<file path="src/rtl/lockseq_pkg.sv">
package lockseq_pkg;

  typedef enum logic [2:0] {
    K_NONE    = 3'd0,
    K_PLAIN_RD = 3'd1,
    K_PLAIN_WR = 3'd2,
    K_LOCK_RD  = 3'd3,
    K_LOCK_WR  = 3'd4
  } lm_kind_e;

  // Classify one address phase of the locking master.
  function automatic lm_kind_e classify(input logic valid, input logic write,
                                        input logic lock);
    if (!valid)               return K_NONE;
    else if (write && lock)   return K_LOCK_WR;
    else if (write)           return K_PLAIN_WR;
    else if (lock)            return K_LOCK_RD;
    else                      return K_PLAIN_RD;
  endfunction

  // A locked write succeeds only on an intact, matching reservation with no
  // competing access in its own address phase.
  function automatic logic judge(input logic res_valid, input logic addr_match,
                                 input logic intervene);
    return res_valid && addr_match && !intervene;
  endfunction

endpackage

</file>
<file path="src/rtl/lockseq_intervene.sv">
module lockseq_intervene #(
  parameter int N_OTHERS = 3
) (
  input  logic [N_OTHERS-1:0] om_valid,
  output logic                any_access
);
  logic [N_OTHERS:0] chain;
  assign chain[0] = 1'b0;
  generate
    for (genvar i = 0; i < N_OTHERS; i++) begin : g_or
      assign chain[i+1] = chain[i] | om_valid[i];
    end
  endgenerate
  assign any_access = chain[N_OTHERS];
endmodule

</file>
<file path="src/rtl/lockseq_reservation.sv">
module lockseq_reservation #(
  parameter int AW = 8
) (
  input  logic          clk,
  input  logic          rst_n,
  input  logic          arm,
  input  logic          drop,
  input  logic          kill,
  input  logic [AW-1:0] arm_addr,
  output logic          res_valid,
  output logic [AW-1:0] res_addr
);
  always_ff @(posedge clk) begin
    if (!rst_n) begin
      res_valid <= 1'b0;
      res_addr  <= '0;
    end else if (arm) begin
      res_valid <= 1'b1;
      res_addr  <= arm_addr;
    end else if (drop || kill) begin
      res_valid <= 1'b0;
    end
  end
endmodule

</file>
<file path="src/rtl/lockseq_respond.sv">
module lockseq_respond #(
  parameter int AW = 8,
  parameter int DW = 16
) (
  input  logic          clk,
  input  logic          rst_n,
  input  logic          lock_wr,
  input  logic          plain_wr,
  input  logic          pass,
  input  logic [AW-1:0] wr_addr,
  input  logic [DW-1:0] wr_data,
  output logic          st_valid,
  output logic          st_ok,
  output logic          mem_we,
  output logic [AW-1:0] mem_addr,
  output logic [DW-1:0] mem_wdata
);
  logic commit;
  assign commit = plain_wr || (lock_wr && pass);

  always_ff @(posedge clk) begin
    if (!rst_n) begin
      st_valid  <= 1'b0;
      st_ok     <= 1'b0;
      mem_we    <= 1'b0;
      mem_addr  <= '0;
      mem_wdata <= '0;
    end else begin
      st_valid <= lock_wr;
      st_ok    <= lock_wr && pass;
      mem_we   <= commit;
      if (commit) begin
        mem_addr  <= wr_addr;
        mem_wdata <= wr_data;
      end
    end
  end
endmodule

</file>
<file path="src/rtl/lockseq_monitor.sv">
module lockseq_monitor #(
  parameter int AW       = 8,
  parameter int DW       = 16,
  parameter int N_OTHERS = 3
) (
  input  logic                clk,
  input  logic                rst_n,
  input  logic                lm_valid,
  input  logic                lm_write,
  input  logic                lm_lock,
  input  logic [AW-1:0]       lm_addr,
  input  logic [DW-1:0]       lm_wdata,
  input  logic [N_OTHERS-1:0] om_valid,
  output logic                st_valid,
  output logic                st_ok,
  output logic                mem_we,
  output logic [AW-1:0]       mem_addr,
  output logic [DW-1:0]       mem_wdata
);
  import lockseq_pkg::*;

  lm_kind_e      kind;
  logic          ev_lock_rd, ev_lock_wr, ev_plain_wr;
  logic          ev_intervene, ev_arm, ev_match, ev_pass;
  logic          res_valid;
  logic [AW-1:0] res_addr;

  assign kind        = classify(lm_valid, lm_write, lm_lock);
  assign ev_lock_rd  = (kind == K_LOCK_RD);
  assign ev_lock_wr  = (kind == K_LOCK_WR);
  assign ev_plain_wr = (kind == K_PLAIN_WR);

  lockseq_intervene #(.N_OTHERS(N_OTHERS)) u_intervene (
    .om_valid   (om_valid),
    .any_access (ev_intervene)
  );

  assign ev_arm   = ev_lock_rd && !ev_intervene;
  assign ev_match = (res_addr == lm_addr);
  assign ev_pass  = judge(res_valid, ev_match, ev_intervene);

  lockseq_reservation #(.AW(AW)) u_resv (
    .clk       (clk),
    .rst_n     (rst_n),
    .arm       (ev_arm),
    .drop      (ev_lock_wr),
    .kill      (ev_intervene),
    .arm_addr  (lm_addr),
    .res_valid (res_valid),
    .res_addr  (res_addr)
  );

  lockseq_respond #(.AW(AW), .DW(DW)) u_resp (
    .clk       (clk),
    .rst_n     (rst_n),
    .lock_wr   (ev_lock_wr),
    .plain_wr  (ev_plain_wr),
    .pass      (ev_pass),
    .wr_addr   (lm_addr),
    .wr_data   (lm_wdata),
    .st_valid  (st_valid),
    .st_ok     (st_ok),
    .mem_we    (mem_we),
    .mem_addr  (mem_addr),
    .mem_wdata (mem_wdata)
  );
endmodule

</file>
<file path="config.mk">
export PLATFORM = sky130hd
export DESIGN_NAME = lockseq_monitor
export DESIGN_NICKNAME = d
export VERILOG_FILES = /design/src/rtl/lockseq_pkg.sv /design/src/rtl/lockseq_intervene.sv /design/src/rtl/lockseq_reservation.sv /design/src/rtl/lockseq_respond.sv /design/src/rtl/lockseq_monitor.sv
export SDC_FILE = /design/constraint.sdc
export NUM_CORES = 1
export LEC_CHECK = 0
export ABC_AREA = 0
export ABC_CLOCK_PERIOD_IN_PS = 2600
export CAP_MARGIN = 5
export CORE_MARGIN = 3
export CORE_UTILIZATION = 45
export CTS_BUF_LIST = sky130_fd_sc_hd__clkbuf_2 sky130_fd_sc_hd__clkbuf_4 sky130_fd_sc_hd__clkbuf_8
export DETAILED_ROUTE_END_ITERATION = 8
export PLACE_DENSITY = 0.74
export SETUP_SLACK_MARGIN = 0.4
export SLEW_MARGIN = 20
export SYNTH_ARGS = -nofsm -noshare
export SYNTH_HDL_FRONTEND = slang
export SYNTH_SLANG_ARGS = --single-unit
</file>
<file path="constraint.sdc">
create_clock -name clk -period 2.6 [get_ports clk]
set_input_delay 0.39 -clock clk [delete_from_list [all_inputs] [get_ports clk]]
set_output_delay 0.39 -clock clk [all_outputs]
set_load 0.01 [all_outputs]
</file>
Word-level counts from Yosys, hierarchy flattened
Index checks and enable logic that the tools add are counted.

Flip-flop bits (word level): 36. Bits of input ports: 32. Output and inout bits: 27. Logic and storage cells: 28.

Eq/ne operators: 4. Multiplexer cells: 6. Bitwise operators: 2. Reduce and logical (&&, ||, !) cells: 9.

Operators with widths (number): equality test 8 bit (1); equality test 3 x 2 -> 1 bit (second input constant) (2); two-way mux 3 bit (2); logical AND 1 bit (5); two-way mux 2 bit (2); equality test 3 bit (second input constant) (1); logical OR 1 bit (2); two-way mux 1 bit (2); OR 1 bit (2); nonzero test 2 bit (1); zero test 1 bit (1).

Depth between registers and ports, before layout
Depth in word-level cells: 8. Gate-level depth with buffers: 7. Depth with buffers taken out: 5.

Cells and area by module
A second synthesis with hierarchy kept.

Cells, all modules: 158. Area, all modules: 1550.2 um^2.

Modules (own cells, without submodules): lockseq_respond (times used 1, cells an instance 111, area an instance 1059.8 um^2); lockseq_reservation (times used 1, cells an instance 28, area an instance 336.6 um^2); lockseq_monitor (times used 1, cells an instance 18, area an instance 147.6 um^2); lockseq_intervene (times used 1, cells an instance 1, area an instance 6.3 um^2).

Worst setup path after synthesis
No wires, ideal clock.

Kind: input port to flip-flop. Start: input port om_valid[1]. End: register u_resp.mem_addr[1]. Data arrival time: 2007 ps. Required time: 2518 ps. Setup slack: 511 ps. Cell stages on the path: 5. Buffers on the path: 1. Path through: or4b_1 > or3_4 > clkbuf_2 > or4_1 > o2111ai_1.

Cells in the longest elaborated chain, start to end: 6.

Ends and longest elaborated chain: start, declared (RTL line lockseq_monitor.sv:13) `input logic [N_OTHERS-1:0] om_valid,`; OR 1 bit (2 in series) (RTL line lockseq_intervene.sv:11) `assign chain[i+1] = chain[i] | om_valid[i];`; zero test 1 bit (RTL line lockseq_pkg.sv:25) `return res_valid && addr_match && !intervene;`; logical AND 1 bit (RTL line lockseq_pkg.sv:25); logical AND 1 bit (RTL line lockseq_respond.sv:19) `assign commit = plain_wr || (lock_wr && pass);`; logical OR 1 bit (RTL line lockseq_respond.sv:19); end signal, assigned (RTL line lockseq_respond.sv:33) `mem_addr <= wr_addr;`; end, declared (RTL line lockseq_respond.sv:15) `output logic [AW-1:0] mem_addr,`.

Every way passes these cells. A chain may end at the register's enable or synchronous reset.

Final worst setup path
Start: input port om_valid[2]. End: register u_resp.mem_wdata[4].

Cells in the longest elaborated chain, start to end: 5.

Ends and longest elaborated chain: OR 1 bit (RTL line lockseq_intervene.sv:11); zero test 1 bit (RTL line lockseq_pkg.sv:25); logical AND 1 bit (RTL line lockseq_pkg.sv:25); logical AND 1 bit (RTL line lockseq_respond.sv:19); logical OR 1 bit (RTL line lockseq_respond.sv:19); end signal, assigned (RTL line lockseq_respond.sv:34) `mem_wdata <= wr_data;`; end, declared (RTL line lockseq_respond.sv:16) `output logic [DW-1:0] mem_wdata`.

Every way passes these cells.

==> metrics <==
status=finished, final reports clean; Die Height=72.1 um; Min Clock Period, post-route=2.15 ns; R2R Setup Slk=0.72 ns; CTS Root Cell=clkbuf_8; PD cells=approximately 520 mW/mm^2; CTS Buf Count=5; Post-Syn Area=0.00197 sq mm; layout cells sized above 1=11.2%; Placer Congestion=around 0.73; critical path capture point type=register; WHS=0.524 ns; Setup crit end=u_resp.mem_wdata[4]$_SDFFE_PN0P_; worst skew pair latency=0.29 ns; most area-consuming cells after synthesis=dfxtp_1, o2111ai_1, nand2_1; critical path required time=2.81 ns; r2r startpoint=u_resv.res_valid$_SDFFE_PN0P_; post-synth net total=between 200 and 300; min-delay worst type=reg -> reg; Post-route DRC=0; top-area cell type share of the netlist area=36.6%; Peak VDD IR=0.392 mV; max-cap violations=0; Hold Buf Count CTS=0; first-pass GRT wire length=9200 um; FF-to-FF path depth=4; CTS H-tree lvls=2; total wire length=5650 um; Routed wire per std cell=approximately 16 um; Initial DRT Pass Iterations=6; synth warn=0; actual slew at the worst max-slew pin=0.658 ns; Tcrit/Tclk final=82.5%; worst-case clock buffer depth=2; Rel. slew slack=55.9%; Num Clock Sinks=36; sequential fraction of the synthesis area=36.6%; via count=2110; Fillers=372; most common cell after layout, fill and taps aside=clkdlybuf4s50_1; P_leak=between 1 and 1.5 nW; FF+latch count, synth=36; CP arrival=2.35 ns; Worst Skew=about 0.0082 ns; vias in the first global route=1965; Clk pin slew, worst setup/hold paths=0.07 ns; Mapped Cells=247; leading area contributor after synthesis=dfxtp_1; core area=0.00412 sq mm; startpoint types=input port; number of core rows=23; Area Growth Syn to Fin=43.6%; CTS tree=yes; Design Power=1.48 mW; Reg area=721 sq um; Layout Nets=between 300 and 400; final setup violation count=0; post-DP HPWL=3060 um; critical path type=in -> reg; RR Endpoint=u_resp.mem_wdata[4]$_SDFFE_PN0P_; synthesized area per cell=between 7 and 8 sq um; Die ar.=0.00520 sq mm; Max Transition Viols Final=0; Worst setup startpoint=om_valid[2]; Ant. Diodes=0; FMAX=466 MHz; DR vias/cell=5.98; grt total ovfl=0; DR iter-0 viols=160; I/O pin cnt=59; final hold viol count=0; port bufs=58; most frequent cells in the layout=clkdlybuf4s50_1, nand2_1, dfxtp_1; Initial Utilization=47.8%; initial antenna violation count=0; RSZ-0062 raised after global routing=no; gr usage total=21.8%; worst-path fanout max=8; post-synth cell types=24; largest net degree at the start of global routing=51; Die X=72.1 um; Post-DRT Antenna Nets=0; area of the multi-input gates=0.00124 sq mm
-- state kept, by name (all words and copies together) (netlist names) --
register          count
u_resp.mem_addr       8
u_resp.mem_wdata     16
u_resp.mem_we         1
u_resp.st_ok          1
u_resp.st_valid       1
u_resv.res_addr       8
u_resv.res_valid      1
-- cells in the mapped netlist --
cell        n
a21oi_1     2
and3_1     24
buf_6       1
clkbuf_1   24
clkbuf_2    2
dfxtp_1    36
ha_1        1
inv_1       1
mux2i_1     8
nand2_1    48
nand2b_1    1
nand3_1     1
nand4_1     1
nand4b_1    3
nor2_1      9
nor4_1      2
o2111ai_1  24
o21ai_0    24
or3_1       1
or3_4       1
or4_1      24
or4b_1      1
xnor2_1     7
xor2_1      1
-- critical path: stages --
cell             delay [ns]
clkdlybuf4s50_1        0.42
or4b_4                 0.56
or3_4                  0.40
or4_4                  0.49
o2111ai_2              0.09
-- metal layers --
layer | global-route usage (%) | wire [um] | vias to the layer above | part of all wire (%)
met1 | 31.8 | 2620 | 990 | 46
li1 | - | - | 1042 | -
met3 | 4.43 | 271 | 12 | 4.8
met2 | 32.4 | 2700 | 66 | 48
met5 | 0 | 0 | - | 0
met4 | 6.89 | 64 | 0 | 1.1
-- power by group --
part / internal [mW] / switching (mW)
registers: 0.622 / 0.0354
logic: 0.234 / 0.173
clock network: 0.211 / 0.204
total: 1.07 / 0.412
-- cells by family (layout without fill, tap and decap cells) --
group           count (synthesis)  count (layout)  synth area share, %
fa+ha+maj                       1               1                0.636
simple gates                  116             122                 31.9
buf+inv                        28              78                 5.85
flops                          36              36                 36.6
xor+xnor                        8               8                 3.56
compound gates                 50              50                 17.3
mux                             8               8                 4.07
-- how the worst min path moves through the flow --
stage | end | startpoint | cells past startpoint | slack, ns
global placement | u_resv.res_addr[0]$_SDFFE_PN0P_ | u_resv.res_addr[0]$_SDFFE_PN0P_ | 2 | 0.50
detailed placement | u_resv.res_addr[7]$_SDFFE_PN0P_ | u_resv.res_addr[7]$_SDFFE_PN0P_ | 2 | 0.51
global route | u_resv.res_addr[7]$_SDFFE_PN0P_ | u_resv.res_addr[7]$_SDFFE_PN0P_ | 2 | 0.56
finish | u_resv.res_addr[5]$_SDFFE_PN0P_ | u_resv.res_addr[5]$_SDFFE_PN0P_ | 2 | 0.52
floorplan | u_resv.res_addr[7]$_SDFFE_PN0P_ | u_resv.res_addr[7]$_SDFFE_PN0P_ | 2 | 0.48
CTS | u_resv.res_addr[7]$_SDFFE_PN0P_ | u_resv.res_addr[7]$_SDFFE_PN0P_ | 2 | 0.53
-- repair_timing --
action,CTS,global route
pin swaps,34,4
buffers inserted,2,0
setup endpoints to repair,25,25
gates resized for setup,7,12
gates cloned,4,2
-- final cells by class --
type	count	area share, %
Inverter	1	0.133
Tap cell	50	2.22
Clock inverter	2	0.354
Timing Repair Buffer	69	24.9
Multi-Input combinational cell	189	44.0
Clock buffer	6	2.92
Sequential cell	36	25.5
-- stage by stage --
step	setup slack, ns	utilization [%]	setup TNS [ns]	std cells	instance area (sq um)
floorplan	0.511	-	0	247	1970
global placement	-0.0438	63.0	-0.524	337	2590
detailed placement	-0.0737	63.0	-1.40	337	2590
CTS	0.359	67.0	0	351	2760
global route	0.398	68.6	0	353	2820
finish	0.455	68.6	0	353	2820
No activity file was read; power rests on OpenSTA's default activity.
